`config.mk`:
```
export PLATFORM = sky130hd
export DESIGN_NAME = result_window_watchdog
export DESIGN_NICKNAME = d
export VERILOG_FILES = /design/src/rtl/wdg_pkg.sv /design/src/rtl/wdg_cfg_regs.sv /design/src/rtl/wdg_screen.sv /design/src/rtl/wdg_event.sv /design/src/rtl/result_window_watchdog.sv
export SDC_FILE = /design/constraint.sdc
export NUM_CORES = 1
export LEC_CHECK = 0
export ABC_AREA = 0
export BUFFER_PORTS_ARGS = -buffer_cell sky130_fd_sc_hd__buf_2
export CORE_ASPECT_RATIO = 0.8
export CORE_MARGIN = 1.5
export CORE_UTILIZATION = 55
export DETAILED_ROUTE_END_ITERATION = 7
export PLACE_DENSITY = 0.81
export SLEW_MARGIN = 5
export SYNTH_ARGS = -nofsm -noshare
export SYNTH_HDL_FRONTEND = slang
export SYNTH_SLANG_ARGS = --single-unit
```
`constraint.sdc`:
```
create_clock -name clk -period 2.65 [get_ports clk]
set_input_delay 0.3975 -clock clk [delete_from_list [all_inputs] [get_ports clk]]
set_output_delay 0.3975 -clock clk [all_outputs]
set_load 0.005 [all_outputs]
```
`src/rtl/wdg_pkg.sv`:
```
package wdg_pkg;

    parameter int unsigned WDG_DATA_W   = 12;
    parameter int unsigned WDG_CHAN_W   = 5;
    parameter int unsigned WDG_MAX_CHAN = 18;
    parameter int unsigned WDG_ADDR_W   = 3;

    // register addresses of the write port
    localparam logic [WDG_ADDR_W-1:0] ADR_LOW   = WDG_ADDR_W'(0);
    localparam logic [WDG_ADDR_W-1:0] ADR_HIGH  = WDG_ADDR_W'(1);
    localparam logic [WDG_ADDR_W-1:0] ADR_GROUP = WDG_ADDR_W'(2);
    localparam logic [WDG_ADDR_W-1:0] ADR_CHAN  = WDG_ADDR_W'(3);
    localparam logic [WDG_ADDR_W-1:0] ADR_STAT  = WDG_ADDR_W'(4);
    localparam logic [WDG_ADDR_W-1:0] ADR_IEN   = WDG_ADDR_W'(5);

    typedef struct packed {
        logic [WDG_DATA_W-1:0] lo;
        logic [WDG_DATA_W-1:0] hi;
        logic                  grp_reg;
        logic                  grp_ins;
        logic                  single;
        logic [WDG_CHAN_W-1:0] sel;
        logic                  irq_en;
    } wdg_cfg_t;

endpackage

```
`src/rtl/wdg_cfg_regs.sv`:
```
module wdg_cfg_regs
    import wdg_pkg::*;
(
    input  logic                  clk,
    input  logic                  rst_n,
    input  logic                  wr_en,
    input  logic [WDG_ADDR_W-1:0] wr_addr,
    input  logic [WDG_DATA_W-1:0] wr_data,
    output wdg_cfg_t              cfg,
    output logic                  clr_req
);

    localparam logic [WDG_CHAN_W-1:0] MAX_CHAN_V = WDG_CHAN_W'(WDG_MAX_CHAN);

    wdg_cfg_t cfg_d, cfg_q;
    logic     chan_legal;

    always_comb begin
        cfg_d      = cfg_q;
        chan_legal = (wr_data[WDG_CHAN_W-1:0] <= MAX_CHAN_V);
        clr_req    = 1'b0;
        if (wr_en) begin
            case (wr_addr)
                ADR_LOW:  cfg_d.lo = wr_data;
                ADR_HIGH: cfg_d.hi = wr_data;
                ADR_GROUP: begin
                    // wipe the whole selection, then apply the new group code
                    cfg_d.single  = 1'b0;
                    cfg_d.grp_reg = wr_data[0];
                    cfg_d.grp_ins = wr_data[1];
                end
                ADR_CHAN: begin
                    if (chan_legal) begin
                        cfg_d.single = wr_data[WDG_CHAN_W];
                        cfg_d.sel    = wr_data[WDG_CHAN_W-1:0];
                    end
                end
                ADR_STAT: clr_req = ~wr_data[0];
                ADR_IEN:  cfg_d.irq_en = wr_data[0];
                default: ;
            endcase
        end
    end

    always_ff @(posedge clk or negedge rst_n) begin
        if (!rst_n) begin
            cfg_q.lo      <= '0;
            cfg_q.hi      <= '1;
            cfg_q.grp_reg <= 1'b0;
            cfg_q.grp_ins <= 1'b0;
            cfg_q.single  <= 1'b0;
            cfg_q.sel     <= '0;
            cfg_q.irq_en  <= 1'b0;
        end else begin
            cfg_q <= cfg_d;
        end
    end

    assign cfg = cfg_q;

endmodule

```
`src/rtl/wdg_screen.sv`:
```
module wdg_screen
    import wdg_pkg::*;
(
    input  logic                  res_valid,
    input  logic [WDG_DATA_W-1:0] res_data,
    input  logic [WDG_CHAN_W-1:0] res_chan,
    input  logic                  res_inserted,
    input  logic [WDG_DATA_W-1:0] lo,
    input  logic [WDG_DATA_W-1:0] hi,
    input  logic                  grp_reg,
    input  logic                  grp_ins,
    input  logic                  single,
    input  logic [WDG_CHAN_W-1:0] sel,
    output logic                  hit
);

    logic grp_ok;
    logic chan_ok;
    logic above;
    logic below;

    always_comb begin
        grp_ok  = res_inserted ? grp_ins : grp_reg;
        chan_ok = ~single | (res_chan == sel);
        above   = (res_data > hi);
        below   = (res_data < lo);
        hit     = res_valid & grp_ok & chan_ok & (above | below);
    end

endmodule

```
`src/rtl/wdg_event.sv`:
```
module wdg_event (
    input  logic clk,
    input  logic rst_n,
    input  logic hit,
    input  logic clr_req,
    output logic flag
);

    logic flag_d, flag_q;

    always_comb begin
        flag_d = flag_q;
        if (clr_req) flag_d = 1'b0;
        // a new event outranks a clear in the same cycle
        if (hit)     flag_d = 1'b1;
    end

    always_ff @(posedge clk or negedge rst_n) begin
        if (!rst_n) flag_q <= 1'b0;
        else        flag_q <= flag_d;
    end

    assign flag = flag_q;

endmodule

```
`src/rtl/result_window_watchdog.sv`:
```
module result_window_watchdog
    import wdg_pkg::*;
(
    input  logic                  clk,
    input  logic                  rst_n,
    input  logic                  res_valid,
    input  logic [WDG_DATA_W-1:0] res_data,
    input  logic [WDG_CHAN_W-1:0] res_chan,
    input  logic                  res_inserted,
    input  logic                  wr_en,
    input  logic [WDG_ADDR_W-1:0] wr_addr,
    input  logic [WDG_DATA_W-1:0] wr_data,
    output logic                  evt_flag,
    output logic                  irq
);

    wdg_cfg_t cfg;
    logic     clr_req;
    logic     hit;

    wdg_cfg_regs u_regs (
        .clk     (clk),
        .rst_n   (rst_n),
        .wr_en   (wr_en),
        .wr_addr (wr_addr),
        .wr_data (wr_data),
        .cfg     (cfg),
        .clr_req (clr_req)
    );

    wdg_screen u_screen (
        .res_valid    (res_valid),
        .res_data     (res_data),
        .res_chan     (res_chan),
        .res_inserted (res_inserted),
        .lo           (cfg.lo),
        .hi           (cfg.hi),
        .grp_reg      (cfg.grp_reg),
        .grp_ins      (cfg.grp_ins),
        .single       (cfg.single),
        .sel          (cfg.sel),
        .hit          (hit)
    );

    wdg_event u_event (
        .clk     (clk),
        .rst_n   (rst_n),
        .hit     (hit),
        .clr_req (clr_req),
        .flag    (evt_flag)
    );

    assign irq = evt_flag & cfg.irq_en;

endmodule

```
# Yosys cells after proc, flatten, opt, wreduce, memory -nomap -nowiden
# Cells that the tools add are included.
totals:
  regBits: 34
  latchBits: 0
  ram_bits: 0
  mem_bits_ro: 0
  input_bits: 37
  output_inout_bits: 2
  n_memories: 0
classes:
  n_addsub: 0
  n_mul: 0
  n_div: 0
  magnitude_cmp: 3
  eq_ne: 7
  shift: 0
  muxes: 7
  bitwise: 8
  n_reduce_logical: 9
op_table:
  columns: ["operator", "n"]
  rows:
  - ["> comparator 12 bit", 1]
  - ["< comparator 12 bit", 1]
  - ["AND reduction 2 bit", 4]
  - ["== test 3 x 2 -> 1 bit, second input constant", 2]
  - ["== test 3 bit, second input constant", 2]
  - ["two-way mux 6 bit", 1]
  - ["AND reduction 3 bit", 2]
  - ["== test 5 bit", 1]
  - ["less-or-equal comparator 5 bit, second input constant", 1]
  - ["two-way mux 1 bit", 5]
  - ["AND 1 bit", 4]
  - ["nonzero test 2 bit", 2]
  - ["== test 3 x 1 -> 1 bit, second input constant", 1]
  - ["logical NOT 3 bit", 1]
  - ["inequality test 2 x 1 -> 1 bit, second input constant", 1]
  - ["inverter 1 bit", 2]
  - ["OR 1 bit", 2]
  - ["one-hot mux 1 bit (2 select lines)", 1]

# Longest topological paths before layout
logic_depth:
  ltp_word: 5
  depth_mapped: 7
  depth_no_buf: 7

# Cells and area by module
# Synthesis repeated with hierarchy kept, for this count alone.
unflattened:
  cells_unflattened: 178
  area_unflattened_um2: 2045.7
modules_own_cells:
  columns: ["mod", "instances", "cells_per_inst", "area_each_um2", "seq_area_each_um2"]
  rows:
  - ["wdg_cfg_regs", 1, 84, 1337.5, 840.8]
  - ["wdg_screen", 1, 90, 665.6, 0.0]
  - ["wdg_event", 1, 3, 36.3, 25.0]
  - ["result_window_watchdog", 1, 1, 6.3, 0.0]

# Worst setup path before layout
# OpenSTA, ideal clock, no wires.
synth_path:
  path_type: "register to register"
  startpoint: "register u_regs.cfg[19] (netlist name)"
  endpoint: "register u_event.flag_q, in the netlist u_event.flag"
  setup_time_ns: 0.130
  t_arrival_ns: 1.455
  required_time_ns: 2.520
  slack_ns: 1.066
  stages_incl_launch_ff: 7
  path_buffers: 0
  cell_sequence: "dfstp_2 > inv_1 > ha_1 > nand4_1 > or3_1 > o31ai_1 > a21oi_1"
synth_via:
  elab_chain_cells: 4
  elab_cells_between_ends: 5
synth_lines:
  columns: ["element", "line", "rtl"]
  rows:
  - ["> comparator 12 bit *", "wdg_screen.sv:25", "above = (res_data > hi);"]
  - ["OR 1 bit *", "wdg_screen.sv:27", "hit = res_valid & grp_ok & chan_ok & (above | below);"]
  - ["AND 1 bit *", "wdg_screen.sv:27", null]
  - ["two-way mux 1 bit / nonzero test 2 bit (equally long branches)", null, null]
  - ["to (signal assigned)", "wdg_event.sv:20", "else flag_q <= flag_d;"]
  - ["to (decl)", "wdg_event.sv:9", "logic flag_d, flag_q;"]
# Every way passes the cells marked *; elsewhere a longest branch is shown, timed or not.
# A chain may end at the register's enable or synchronous reset.

# Worst setup path in the final report
layout_path:
  startpoint: "register u_regs.cfg[10] (netlist name)"
  endpoint: "register u_event.flag_q, in the netlist u_event.flag"
layout_via:
  elab_chain_cells: 4
  elab_cells_between_ends: 5
layout_lines:
  columns: ["element", "line"]
  rows:
  - ["> comparator 12 bit *", "wdg_screen.sv:25"]
  - ["OR 1 bit *", "wdg_screen.sv:27"]
  - ["AND 1 bit *", "wdg_screen.sv:27"]
  - ["two-way mux 1 bit / nonzero test 2 bit (equally long branches)", null]
# Marks and branches as above.

==> impl_metrics.py <==
metrics = {
    "sta": {
        "max_slew_margin": 0.5093,
        "setup_slack_ns": 0.9466,
        "fmaxAchievable_mhz": 587.1,
        "fin_crit_sh": 0.6428,
        "rsz0062_at_grt": "false",
        "finalCriticalPeriod_ns": 1.703,
        "slew_violations": 0,
        "tns_ns": 0,
        "report.final.setup_viol": 0,
        "finClkSkew_ns": 0.006534,
        "hold_violations": 0,
        "fin_hold_ws_ns": 0.1668,
        "tightest_slew_ns": 0.7360,
    },
    "drt": {
        "avgRoutedWirePerCell_um": 14.15,
        "drc": 0,
        "antenna_left": 0,
        "drtIter0Drc": 97,
        "vias": 1530,
        "dr.pass1.iters": 4,
        "vias_per_cell": 5.426,
        "routed_wl_um": 3989,
    },
    "synthesis": {
        "synth_compound_area_frac": 0.1444,
        "syn-cell-area_um2": 1949,
        "async_flop_share": 1.000,
        "netlist_top_cells_count": "nand2_1 (27), o21ai_0 (24), ha_1 (23), inv_1 (23), dfrtp_1 (22)",
        "ys_types": 38,
        "synth_seq_cells": 34,
        "yosysMostFrequentCell": "nand2_1",
        "synth-xor-area-share": 0.02246,
        "synth-edff-count": 0,
        "synthMuxAreaShare": 0.06290,
        "synth_top_family_by_area": "adder cells",
        "yosys.area.top_type": "dfrtp_1",
        "syn_nets": 256,
        "synthCells": 196,
        "synth_ff_type": "dfrtp_1",
        "yosysSeqAreaShare": 0.4442,
        "synth_fa_ha_area_frac": 0.1476,
        "ys.warnings.count": 0,
        "synthSimpleGateAreaFrac": 0.1252,
        "avgSynthCellArea_um2": 9.946,
        "yosysTopAreaCellShare": 0.2824,
        "synth_area_leaders": "dfrtp_1 (28%), dfstp_2 (16%), ha_1 (15%)",
    },
    "worst_setup_path": {
        "cp.required_ns": 2.83,
        "crit_fanout": 2,
        "r2r-start": "u_regs.cfg[10]",
        "startpoint": "u_regs.cfg[10]",
        "end_kind": "flip-flop",
        "start_kind": "flip-flop",
        "r2r_slack_ns": 0.95,
        "crit_type": "reg -> reg",
        "crit_arrival_ns": 1.88,
    },
    "global_routing": {
        "gr-total-overflow": 0,
        "grt_first_pass_wirelength_um": 6706,
        "grt.total_usage": 0.2251,
        "grt_pass1_vias": 1498,
        "antenna_found_initial": 0,
        "grt_max_degree": 35,
    },
    "cts": {
        "numCtsBuffers": 5,
        "cts.sink_count": 34,
        "clk_latency_ns": 0.29,
        "cts_setup_buffers": 0,
        "hold_buffers": 0,
        "ctsResizeCount": 0,
        "clock-root-buffer": "clkbuf_8",
        "cts_tree": "built",
        "clockBufferDepth": 2,
        "clk_pin_slew_worst_paths_ns": 0.07,
        "cts_max_level": 2,
    },
    "die": {
        "ios": 39,
        "num_rows": 19,
        "fp.dieArea_um2": 3913,
        "initial_core_util": 0.5734,
        "core-area_um2": 3400,
        "die_x_um": 69.56,
        "die_h_um": 56.25,
    },
    "layout": {
        "final_nets": 299,
        "syn_to_final_growth_pct": 17.01,
        "multi_input_area_um2": 979.7,
        "diodes": 0,
        "drive_gt1_frac": 0.3000,
        "seq_area_um2": 865.8,
        "final_area_um2": 2281,
        "num-fill-cells": 274,
    },
    "power": {
        "power.density_nw_per_um2": 672.9,
        "leakage_nw": 1.079,
        "irDropWorstVdd_mv": 0.4506,
        "finalPower_w": 0.001535,
    },
    "place": {
        "place_hpwl_um": 3079,
        "pre_cts_ws_ns": 0.9389,
        "gp_congestion": 0.8349,
        "dpl_cell_area_um2": 2190,
        "port_buffers": 38,
    },
    "flow_run": {
        "drv_cap": 0,
    },
    "run_status": {
        "status": "completed",
    },
    "min_path": {
        "hold_class": "in -> async",
    },
}
[placed cells by master (no fill, tap or decap), types with 2 or more instances in the layout]
cell type | synthesis | final
a21o_1 | 2 | 2
a21oi_1 | 10 | 10
buf_2 | 2 | 38
buf_4 | 0 | 2
clkbuf_8 | 0 | 6
dfrtp_1 | 22 | 22
dfstp_2 | 12 | 12
ha_1 | 23 | 23
inv_1 | 23 | 23
mux2_2 | 9 | 9
nand2_1 | 27 | 27
nand2b_1 | 2 | 2
nand3_1 | 4 | 4
nand4_1 | 3 | 3
nor2_1 | 3 | 3
nor3_2 | 2 | 2
o21ai_0 | 24 | 24
o31ai_1 | 2 | 2
xnor2_1 | 3 | 3
xor2_1 | 2 | 2
[per-stage QoR]
stage | util | std cells
finish | 0.6710 | 282
floorplan | - | 196
global placement | 0.6441 | 274
global route | 0.6710 | 282
CTS | 0.6710 | 282
detailed placement | 0.6441 | 274
[where the power goes]
group          total [W]  switching (W)  internal [W]
Clock           0.000399       0.000190      0.000209
Sequential      0.000708      0.0000475      0.000660
Combinational   0.000428       0.000231      0.000197
Total            0.00153       0.000468       0.00107
[path summary, 6_finish.rpt]
path	endpoint	cells past startpoint
setup / recovery	u_event.flag	7
hold / removal	u_regs.cfg[27]	1
setup reg to reg	u_event.flag	7
hold reg to reg	u_regs.cfg[0]	1
max in group asynchronous	u_regs.cfg[26]	1
min in group clk	u_regs.cfg[32]	3
[worst max-delay path: stages, from the launching register on]
cell and delay, ns:
dfstp_2 0.52, inv_1 0.04, ha_1 0.28, nor2b_1 0.14
o211ai_1 0.19, a211oi_1 0.10, o31ai_1 0.23, a21oi_1 0.09
[flip-flops by register name, indices dropped and copies added, names as in the netlist]
register      cells
u_regs.cfg       33
u_event.flag      1
[routing by layer]
metal / vias up / wire, µm / share of wire / track usage
met2: 31 / 1833 / 0.46 / 0.3462
met3: 7 / 154 / 0.039 / 0.04668
met4: 0 / 68 / 0.017 / 0.1008
met5: - / 0 / 0 / 0
met1: 730 / 1934 / 0.48 / 0.3098
li1: 762 / - / - / -
[final cells by class]
type | count | area share
tap | 42 | 0.02304
clock inverter | 1 | 0.002194
multi-input combinational | 135 | 0.4295
inverter | 23 | 0.03785
sequential | 34 | 0.3796
timing repair buffer | 40 | 0.08996
clock buffer | 7 | 0.03785
[kinds of logic after synthesis]
group	count (synthesis)
DFF	34
AOI/OAI and AO/OA	47
buffers and inverters	27
and+or+nand+nor	49
muxes	11
xor gates and xnor gates	5
adders and majority gates	23
(Power assumes the default switching activity.)
